File: config.mk
export PLATFORM = sky130hd
export DESIGN_NAME = stlim_gain_ctl
export DESIGN_NICKNAME = d
export VERILOG_FILES = /design/src/rtl/stlim_pkg.sv /design/src/rtl/stlim_level_det.sv /design/src/rtl/stlim_zc_det.sv /design/src/rtl/stlim_commit.sv /design/src/rtl/stlim_gain_ctl.sv
export SDC_FILE = /design/constraint.sdc
export NUM_CORES = 1
export LEC_CHECK = 0
export ABC_AREA = 0
export CAP_MARGIN = 20
export CELL_PAD_IN_SITES_DETAIL_PLACEMENT = 0
export CELL_PAD_IN_SITES_GLOBAL_PLACEMENT = 2
export CORE_UTILIZATION = 31
export CTS_CLUSTER_SIZE = 40
export DETAILED_ROUTE_END_ITERATION = 12
export PLACE_DENSITY_LB_ADDON = 0.1
export SLEW_MARGIN = 20
export SYNTH_ARGS = -nofsm -noshare
export SYNTH_HDL_FRONTEND = slang
export SYNTH_SLANG_ARGS = --single-unit
File: constraint.sdc
create_clock -name clk -period 14.1 [get_ports clk]
set_input_delay 4.23 -clock clk [delete_from_list [all_inputs] [get_ports clk]]
set_output_delay 4.23 -clock clk [all_outputs]
set_load 0.05 [all_outputs]
File: src/rtl/stlim_pkg.sv
package stlim_pkg;
  localparam int FS_W   = 24;
  localparam int GAIN_W = 8;

  typedef enum logic [1:0] {
    BAND_THR  = 2'd0,
    BAND_FS   = 2'd1,
    BAND_FS6  = 2'd2,
    BAND_FS12 = 2'd3
  } band_e;

  // detection levels for a 24-bit full scale of 2^23
  function automatic logic [31:0] thr_level(input logic [1:0] code);
    case (code)
      2'd0:    return 32'd6290567;
      2'd1:    return 32'd5232269;
      2'd2:    return 32'd4204261;
      default: return 32'd3152749;
    endcase
  endfunction
endpackage

File: src/rtl/stlim_level_det.sv
module stlim_level_det
  import stlim_pkg::*;
#(
  parameter int SMP_W = 27
) (
  input  logic signed [SMP_W-1:0] smp_l,
  input  logic signed [SMP_W-1:0] smp_r,
  input  logic [1:0]              thr_sel,
  output logic                    over,
  output band_e                   band
);
  localparam int MAG_W = SMP_W - 1;
  localparam logic [MAG_W-1:0] ONE   = MAG_W'(1);
  localparam logic [MAG_W-1:0] LV_FS = ONE << (FS_W - 1);
  localparam logic [MAG_W-1:0] LV_6  = ONE << FS_W;
  localparam logic [MAG_W-1:0] LV_12 = ONE << (FS_W + 1);

  function automatic logic [MAG_W-1:0] mag(input logic signed [SMP_W-1:0] x);
    logic signed [SMP_W-1:0] n;
    n = -x;
    if (!x[SMP_W-1])     return x[MAG_W-1:0];
    else if (n[SMP_W-1]) return '1;  // most negative code
    else                 return n[MAG_W-1:0];
  endfunction

  logic [MAG_W-1:0] mag_l, mag_r, peak, th;

  always_comb begin
    mag_l = mag(smp_l);
    mag_r = mag(smp_r);
    peak  = (mag_l > mag_r) ? mag_l : mag_r;
    th    = MAG_W'(thr_level(thr_sel));
    over  = (peak >= th);
    if (peak >= LV_12)     band = BAND_FS12;
    else if (peak >= LV_6) band = BAND_FS6;
    else if (peak >= LV_FS) band = BAND_FS;
    else                   band = BAND_THR;
  end
endmodule

File: src/rtl/stlim_zc_det.sv
module stlim_zc_det #(
  parameter int SMP_W = 27,
  parameter int CH    = 2
) (
  input  logic                      clk,
  input  logic                      rst,
  input  logic                      smp_valid,
  input  logic [CH-1:0][SMP_W-1:0]  smp,
  output logic [CH-1:0]             zc
);
  logic [CH-1:0] prev_neg_q;

  for (genvar c = 0; c < CH; c++) begin : g_ch
    assign zc[c] = (smp[c][SMP_W-1] != prev_neg_q[c]) || (smp[c] == '0);

    always_ff @(posedge clk) begin
      if (rst)            prev_neg_q[c] <= 1'b0;
      else if (smp_valid) prev_neg_q[c] <= smp[c][SMP_W-1];
    end
  end
endmodule

File: src/rtl/stlim_commit.sv
module stlim_commit
  import stlim_pkg::*;
#(
  parameter int               CH        = 2,
  parameter int               G_W       = GAIN_W,
  parameter logic [G_W-1:0]   GAIN_INIT = G_W'(100),
  parameter int               TMO_BASE  = 128
) (
  input  logic                     clk,
  input  logic                     rst,
  input  logic                     enable,
  input  logic                     smp_valid,
  input  logic                     over,
  input  band_e                    band,
  input  logic [1:0]               step_sel,
  input  logic [1:0]               tmo_sel,
  input  logic                     zc_bypass,
  input  logic [CH-1:0]            zc,
  output logic [CH-1:0][G_W-1:0]   gain
);
  localparam int TMO_MAX = TMO_BASE * 8;
  localparam int CNT_W   = $clog2(TMO_MAX) + 1;

  logic [CH-1:0][G_W-1:0] gain_q;
  logic [G_W-1:0]         tgt_q;
  logic [CH-1:0]          pend_q;
  logic [CNT_W-1:0]       cnt_q;

  logic [CNT_W-1:0] tmo_lim;
  logic [1:0]       shamt;
  logic [G_W-1:0]   step_g, tgt_dec;
  logic             cut_now, flush, expire;
  logic [CH-1:0]    take, left_over;

  always_comb begin
    case (tmo_sel)
      2'd0:    tmo_lim = CNT_W'(TMO_BASE * 8);
      2'd1:    tmo_lim = CNT_W'(TMO_BASE);
      2'd2:    tmo_lim = CNT_W'(TMO_BASE * 2);
      default: tmo_lim = CNT_W'(TMO_BASE * 4);
    endcase
    shamt   = (band < step_sel) ? band : step_sel;
    step_g  = zc_bypass ? G_W'(1) : (G_W'(1) << shamt);
    tgt_dec = (tgt_q >= step_g) ? (tgt_q - step_g) : '0;
    cut_now = over && (zc_bypass || band != BAND_THR);
    flush   = zc_bypass && !over;
    expire  = (|pend_q) && ((cnt_q + 1'b1) == tmo_lim);
    take    = pend_q & (zc | {CH{expire}});
    left_over = pend_q & ~take;
  end

  always_ff @(posedge clk) begin
    if (rst) begin
      tgt_q  <= GAIN_INIT;
      gain_q <= {CH{GAIN_INIT}};
      pend_q <= '0;
      cnt_q  <= '0;
    end else if (!enable) begin
      pend_q <= '0;
      cnt_q  <= '0;
    end else if (smp_valid) begin
      if (cut_now) begin
        tgt_q <= tgt_dec;
        for (int c = 0; c < CH; c++) gain_q[c] <= tgt_dec;
        pend_q <= '0;
        cnt_q  <= '0;
      end else if (flush) begin
        for (int c = 0; c < CH; c++) if (pend_q[c]) gain_q[c] <= tgt_q;
        pend_q <= '0;
        cnt_q  <= '0;
      end else if (over && pend_q == '0) begin
        tgt_q  <= tgt_dec;
        pend_q <= '1;
        cnt_q  <= '0;
      end else begin
        for (int c = 0; c < CH; c++) if (take[c]) gain_q[c] <= tgt_q;
        pend_q <= left_over;
        cnt_q  <= (|left_over) ? cnt_q + 1'b1 : '0;
      end
    end
  end

  assign gain = gain_q;

  for (genvar c = 0; c < CH; c++) begin : g_chk
    // a gain never rises outside reset
    a_r9_no_rise: assert property (@(posedge clk) disable iff (rst)
      1'b1 |=> gain_q[c] <= $past(gain_q[c]));
    // a channel never sits below the shared target
    a_r3_gain_above_target: assert property (@(posedge clk) disable iff (rst)
      gain_q[c] >= tgt_q);
  end

  a_r8_pend_clear: assert property (@(posedge clk) disable iff (rst)
    !enable |=> (pend_q == '0) && (cnt_q == '0));
  a_r8_hold_disabled: assert property (@(posedge clk) disable iff (rst)
    !enable |=> $stable(gain_q));
  a_r9_hold_no_strobe: assert property (@(posedge clk) disable iff (rst)
    !smp_valid |=> $stable(gain_q) && $stable(tgt_q));
  a_r6_bypass_equal: assert property (@(posedge clk) disable iff (rst)
    enable && smp_valid && zc_bypass |=> gain_q[0] == gain_q[CH-1]);
  a_r5_fast_equal: assert property (@(posedge clk) disable iff (rst)
    enable && smp_valid && band != BAND_THR |=> gain_q[0] == gain_q[CH-1]);
endmodule

File: src/rtl/stlim_gain_ctl.sv
module stlim_gain_ctl
  import stlim_pkg::*;
#(
  parameter int                SMP_W     = 27,
  parameter int                G_W       = GAIN_W,
  parameter logic [G_W-1:0]    GAIN_INIT = G_W'(100),
  parameter int                TMO_BASE  = 128
) (
  input  logic                    clk,
  input  logic                    rst,
  input  logic                    enable,
  input  logic                    smp_valid,
  input  logic signed [SMP_W-1:0] smp_left,
  input  logic signed [SMP_W-1:0] smp_right,
  input  logic [1:0]              thr_sel,
  input  logic [1:0]              step_sel,
  input  logic [1:0]              tmo_sel,
  input  logic                    zc_bypass,
  output logic [G_W-1:0]          gain_left,
  output logic [G_W-1:0]          gain_right
);
  localparam int CH = 2;

  logic                   over;
  band_e                  band;
  logic [CH-1:0]          zc;
  logic [CH-1:0][G_W-1:0] gain;

  stlim_level_det #(.SMP_W(SMP_W)) u_level (
    .smp_l   (smp_left),
    .smp_r   (smp_right),
    .thr_sel (thr_sel),
    .over    (over),
    .band    (band)
  );

  stlim_zc_det #(.SMP_W(SMP_W), .CH(CH)) u_zc (
    .clk       (clk),
    .rst       (rst),
    .smp_valid (smp_valid),
    .smp       ({smp_right, smp_left}),
    .zc        (zc)
  );

  stlim_commit #(.CH(CH), .G_W(G_W), .GAIN_INIT(GAIN_INIT), .TMO_BASE(TMO_BASE)) u_commit (
    .clk       (clk),
    .rst       (rst),
    .enable    (enable),
    .smp_valid (smp_valid),
    .over      (over),
    .band      (band),
    .step_sel  (step_sel),
    .tmo_sel   (tmo_sel),
    .zc_bypass (zc_bypass),
    .zc        (zc),
    .gain      (gain)
  );

  assign gain_left  = gain[0];
  assign gain_right = gain[1];
endmodule

======== Word level (Yosys, flattened, before mapping) ========
Index checks and enable logic that the tools add are counted.
storage, ports and cells
  flip-flop bits (word level) ............. 39
  input port bits ......................... 65
cells by class
  add/sub/neg operators ................... 4
  magnitude comparators ................... 7
  equal/unequal tests ..................... 11
  shift-type cells ........................ 1
  muxes and demuxes ....................... 30
  bitwise gates (word level) .............. 5
  reductions and logical operators ........ 23
operator list
  cell                   number
  $mux 26                5
  $mux 8                 9
  $pmux 23 s3            1
  $logic_not 27->1       2
  $neg 27->27            2
  $mux 16                3
  $mux 11                4
  $pmux 11 s3            1
  $ge 26x23->1           1
  $ge 26x24->1 const B   1
  $ge 26x25->1 const B   1
  $ge 26x26->1 const B   1
  $gt 26x26->1           1
  $mux 2                 6
  $add 11x1->11 const B  1
  $eq 11x11->1           1
  $reduce_and 5->1       2
  $ne 3x1->1 const B     3
  $ge 8x8->1             1
  $shl 1x2->8 const A    1
  $sub 8x8->8            1
  $logic_not 2->1        3
  $reduce_bool 3->1      2
  $reduce_or 2->1        3
  15 further kinds       25

======== Logic depth before layout (Yosys ltp) ========
  depth after elaboration ................. 18
  depth in mapped cells ................... 34
  gate-level depth less buffers ........... 33

======== Hierarchy ========
A second synthesis with hierarchy kept.
unflattened totals
  cell total of the unflattened synthesis .. 754
  area total of the unflattened synthesis .. 5509.0 sq um
modules (own cells, without submodules)
  module           times used  cells an instance  area an instance (sq um)
  stlim_level_det  1           442                2896.5
  stlim_commit     1           284                2397.3
  stlim_zc_det     1           28                 215.2

======== Worst setup path before layout ========
OpenSTA, ideal clock, no wires.
  kind .................................... input to register
  start point ............................. input smp_left[2]
  end point ............................... register u_commit.gain_q (netlist bit u_commit.gain[14])
  setup time .............................. 129 ps
  data arrival time ....................... 11146 ps
  required time ........................... 13971 ps
  setup slack ............................. 2825 ps
  stages .................................. 31
  cells stage by stage .................... or3_1 > nor3_1 > nand2_1 > or3_1 > or3_1 > nor4b_1 > nand3_1 > a21oi_1 > a31oi_1 > ha_1 > nand4_1 > nor4_1 > nand4_1 > or4_1 > nand2_1 > and3_1 > a31o_2 > ha_1 > nor2_1 > o22ai_1 > or3_1 > fa_1 > a21o_1 > a21oi_1 > nor2b_1 > nor3_1 > nor3_1 > nand2_1 > o21ai_0 > nor4_1 > a21oi_1
between the ends
  cells in the longest elaborated chain, start to end .. 16
ends and longest elaborated chain
  what                                       line                   RTL
  from (decl)                                stlim_gain_ctl.sv:13   input logic signed [SMP_W-1:0] smp_left,
  $neg 27->27                                stlim_level_det.sv:20  n = -x;
  $mux 26                                    stlim_level_det.sv:22  else if (n[SMP_W-1]) return '1;
  $mux 26 (*)                                stlim_level_det.sv:21  if (!x[SMP_W-1]) return x[MAG_W-1:0];
  $gt 26x26->1                               stlim_level_det.sv:31  peak = (mag_l > mag_r) ? mag_l : mag_r;
  $mux 26 (*)                                stlim_level_det.sv:31
  $ge 26x24->1                               stlim_level_det.sv:36  else if (peak >= LV_FS) band = BAND_FS;
  $mux 1                                     stlim_level_det.sv:36
  $mux 2                                     stlim_level_det.sv:35  else if (peak >= LV_6) band = BAND_FS6;
  $mux 2                                     stlim_level_det.sv:34  if (peak >= LV_12) band = BAND_FS12;
  $lt 2x2->1                                 stlim_commit.sv:42     shamt = (band < step_sel) ? band : step_sel;
  $mux 2                                     stlim_commit.sv:42
  $shl 1x2->8                                stlim_commit.sv:43     step_g = zc_bypass ? G_W'(1) : (G_W'(1) << shamt);
  $mux 8                                     stlim_commit.sv:43
  $sub 8x8->8 or $ge 8x8->1 (tied branches)  stlim_commit.sv:44     tgt_dec = (tgt_q >= step_g) ? (tgt_q - step_g) : '0;
  $mux 8                                     stlim_commit.sv:44
  $mux 16                                    stlim_commit.sv:62     if (cut_now) begin
  to (signal assigned)                       stlim_commit.sv:55     gain_q <= {CH{GAIN_INIT}};
  to (decl)                                  stlim_commit.sv:24     logic [CH-1:0][G_W-1:0] gain_q;
Mark *: on every way between the ends. The rest lies on a longest branch, timed or not.
A chain may end at the register's enable or synchronous reset.

======== Worst setup path after layout ========
  start point ............................. input smp_left[2]
  end point ............................... register u_commit.gain_q (netlist bit u_commit.gain[6])
between the ends
  cells in the longest elaborated chain, start to end .. 16
ends and longest elaborated chain
  what                                       line
  $neg 27->27                                stlim_level_det.sv:20
  $mux 26                                    stlim_level_det.sv:22
  $mux 26                                    stlim_level_det.sv:21
  $gt 26x26->1                               stlim_level_det.sv:31
  $mux 26                                    stlim_level_det.sv:31
  $ge 26x24->1                               stlim_level_det.sv:36
  $mux 1                                     stlim_level_det.sv:36
  $mux 2                                     stlim_level_det.sv:35
  $mux 2                                     stlim_level_det.sv:34
  $lt 2x2->1                                 stlim_commit.sv:42
  $mux 2                                     stlim_commit.sv:42
  $shl 1x2->8                                stlim_commit.sv:43
  $mux 8                                     stlim_commit.sv:43
  $sub 8x8->8 or $ge 8x8->1 (tied branches)  stlim_commit.sv:44
  $mux 8                                     stlim_commit.sv:44
  $mux 16                                    stlim_commit.sv:62
Several ways; a longest one is shown, not always the timed one.

==> results.py <==
metrics = {
    "global_routing": {
        "grt_usage_pct": 20.80,
        "antenna_found_initial": 0,
        "overflow": 0,
        "grt_pass1_wl_um": 30260,
        "grt_pass1_vias": 5885,
        "grt_max_degree": 33,
    },
    "clock_network": {
        "htree_levels": 2,
        "clk_pin_slew_ns": 0.06,
        "cts_hold_buf": 0,
        "cts_root_buf": "clkbuf_16",
        "worstSkewPairLatency_ns": 0.29,
        "cts_num_sinks": 39,
        "ctsResizeCount": 0,
        "cts_tree": "built",
        "cts_buffer_depth": 2,
        "post_cts_buffers": 0,
        "cts_buffers": 5,
    },
    "worst_setup_path": {
        "timing.reg2reg.setup_slack_ns": 10.59,
        "reg2reg_to": "u_commit.gain[3]",
        "crit_slowest_cell": "or4_1",
        "path_common_cell": "or3_1",
        "crit_path_end_kind": "flip-flop",
        "critPathMaxStageDelay_ns": 0.62,
        "worst-setup-path-type": "in2reg",
        "worstRegToRegCells": 11,
        "crit_fanout": 10,
        "crit_path_start_kind": "input pin",
        "reg2reg_from": "u_commit.cnt_q[0]",
        "required_ns": 14.26,
        "worstPathArrival_ns": 12.86,
    },
    "yosys": {
        "ys_types": 75,
        "ys_seq_elements": 39,
        "netlist_area_um2": 5520,
        "ys_seq_area_share_pct": 14.14,
        "syn_nets": 931,
        "syn_area_per_cell_um2": 6.866,
        "synth_cells": 804,
        "synth_edf_count": 0,
        "async_flop_share_pct": 0,
        "synth_top_flop_cell": "dfxtp_1",
        "yosysWarnings": 0,
    },
    "final_layout": {
        "final_common_cell": "nand2_1",
        "final_layout_size_suffix_gt1_share_pct": 4.630,
        "final.fill_count": 1817,
        "most-common-layout-cells": "91 x nand2_1, 89 x nor2_1, 80 x clkdlybuf4s50_1, 69 x o21ai_0, 61 x ha_1",
        "nNetsFinal": 990,
        "synthToLayoutAreaGrowth_pct": 20.63,
        "n_antenna_cell": 0,
        "final_cells": 1089,
    },
    "timing": {
        "hold_viol": 0,
        "drv_slew": 0,
        "post-route-period-util_pct": 90.04,
        "slew_headroom_pct": 41.87,
        "worst_pin_slew_ns": 0.8692,
        "rsz0062_at_grt": "false",
        "timing.final.crit_period_ns": 12.70,
        "fin_setup_tns_ns": 0,
        "setup_violations": 0,
        "skew_ns": 0.007314,
        "max_freq_mhz": 78.77,
    },
    "job": {
        "maxCapViolations": 0,
    },
    "routing": {
        "met2WireLength_um": 9552,
        "wl_um": 18720,
        "top_layer": "met4",
        "detail_route.wirelength.met1_um": 8170,
        "viasPerCell": 5.704,
        "ant_nets": 0,
        "first_pass_iters": 5,
        "dr_wl_met3_um": 531,
        "vias": 6212,
        "wl_per_cell_um": 17.19,
        "drt_iter0_markers": 390,
        "drc": 0,
    },
    "min_path": {
        "whs_path_depth": 2,
        "hold_path.class": "reg2reg",
        "hp-start": "u_commit.gain[12]",
        "whs_endpoint": "u_commit.gain[12]",
    },
    "die": {
        "row_count": 48,
        "ios": 81,
        "coreArea_um2": 17360,
        "die_h_um": 135.4,
        "initial_core_util_pct": 31.81,
        "die_area_um2": 18350,
        "fp.dieW_um": 135.4,
    },
    "run_status": {
        "status": "finished, final reports clean",
    },
    "place": {
        "io_buffers": 80,
        "dp_cells": 1081,
        "dp_hpwl_um": 15250,
        "gp_congestion": 0.8843,
    },
    "pwr": {
        "p_leak_nw": 2.502,
        "pwr_density_cell_nw_per_um2": 73.42,
        "peakVddDrop_mv": 0.08733,
    },
}
## Yosys cell counts (7+ instances only)
library cell,count,area (um^2)
mux2i_1,11,110.1
nor4_1,20,125.1
a211oi_1,19,142.6
o2bb2ai_1,7,61.31
a21o_1,12,90.09
ha_1,61,763.2
o21ai_0,69,345.3
and2_1,8,50.05
nor2b_1,10,62.56
inv_1,35,131.4
nand3_1,25,125.1
or3_1,25,156.4
nor2_1,89,334.1
nor3_1,33,165.2
a211o_1,7,61.31
dfxtp_1,39,780.8
nand2b_1,11,68.82
nand4_1,16,100.1
a31oi_1,16,100.1
a21oi_1,51,255.2
clkbuf_1,24,90.09
or2_2,8,50.05
nand2_1,91,341.6
or4_1,7,52.55
o22ai_1,9,56.30
## area by class of cell
| class | instances | area (um^2) | area share (%) |
|---|---|---|---|
| clock inverter | 3 | 43.79 | 0.6576 |
| clock buffer | 5 | 125.1 | 1.879 |
| timing repair buffer | 84 | 830.8 | 12.48 |
| sequential | 39 | 780.7 | 11.72 |
| inverter | 35 | 131.4 | 1.973 |
| multi-input combinational | 698 | 4466 | 67.06 |
| tap | 225 | 281.5 | 4.228 |
## how the worst max path moves through the flow
stage,start,end,depth (start not counted)
final,smp_left[2],u_commit.gain[6],32
after floorplan,smp_left[2],u_commit.gain[14],31
after detailed placement,smp_left[2],u_commit.gain[14],32
after CTS,smp_left[2],u_commit.gain[6],32
after global placement,smp_left[2],u_commit.gain[14],32
after global routing,smp_left[2],u_commit.gain[14],32
## report_power, final
part	internal (mW)	switching (mW)	leakage, nW	total [mW]
Combinational	0.0959	0.141	2.10	0.237
Sequential	0.117	0.00487	0.318	0.121
Clock	0.0834	0.0473	0.0838	0.131
## cell families (layout without fill, tap and decap cells)
kind of cell	Yosys count	in the layout	synth area share (%)
AND/OR/NAND/NOR	368	368	33.68
AO/OA/AOI/OAI	247	247	29.24
buffers and inverters	67	127	4.964
adder cells (fa/ha/maj)	62	62	14.19
flip-flops	39	39	14.14
multiplexers	14	14	2.674
XOR/XNOR	7	7	1.111
## metal layers
metal / global-route usage [%] / vias to the layer above
met5: 0 / -
met4: 6.679 / 0
met3: 1.160 / 23
met2: 38.89 / 143
met1: 25.14 / 2913
li1: - / 3133
## flip-flops by register name (all words and copies together), names as in the netlist
signal           count
u_commit.gain       16
u_commit.cnt_q      11
u_commit.tgt_q       8
u_commit.pend_q      2
u_zc.prev_neg_q      2
## worst max-delay path: cells and delay by family
| family | cells | cell delay [ns] |
|---|---|---|
| simple gates | 20 | 6.05 |
| compound gates | 8 | 1.05 |
| fa+ha+maj | 3 | 1.04 |
| buf+inv | 1 | 0.51 |
## stage by stage
step	hold slack, ns	setup WS [ns]	total power, mW	cell area [um^2]	util [%]
after floorplan	0.4604	2.825	0.2814	5520	-
after global placement	0.4793	1.467	0.3576	6490	37.39
after detailed placement	0.4936	1.220	0.3596	6490	37.39
after CTS	0.5054	1.476	0.4934	6659	38.37
after global routing	0.5309	0.6137	0.5275	6659	38.37
final	0.4952	1.404	0.4889	6659	38.37
Power figures use the tool's default switching activity.
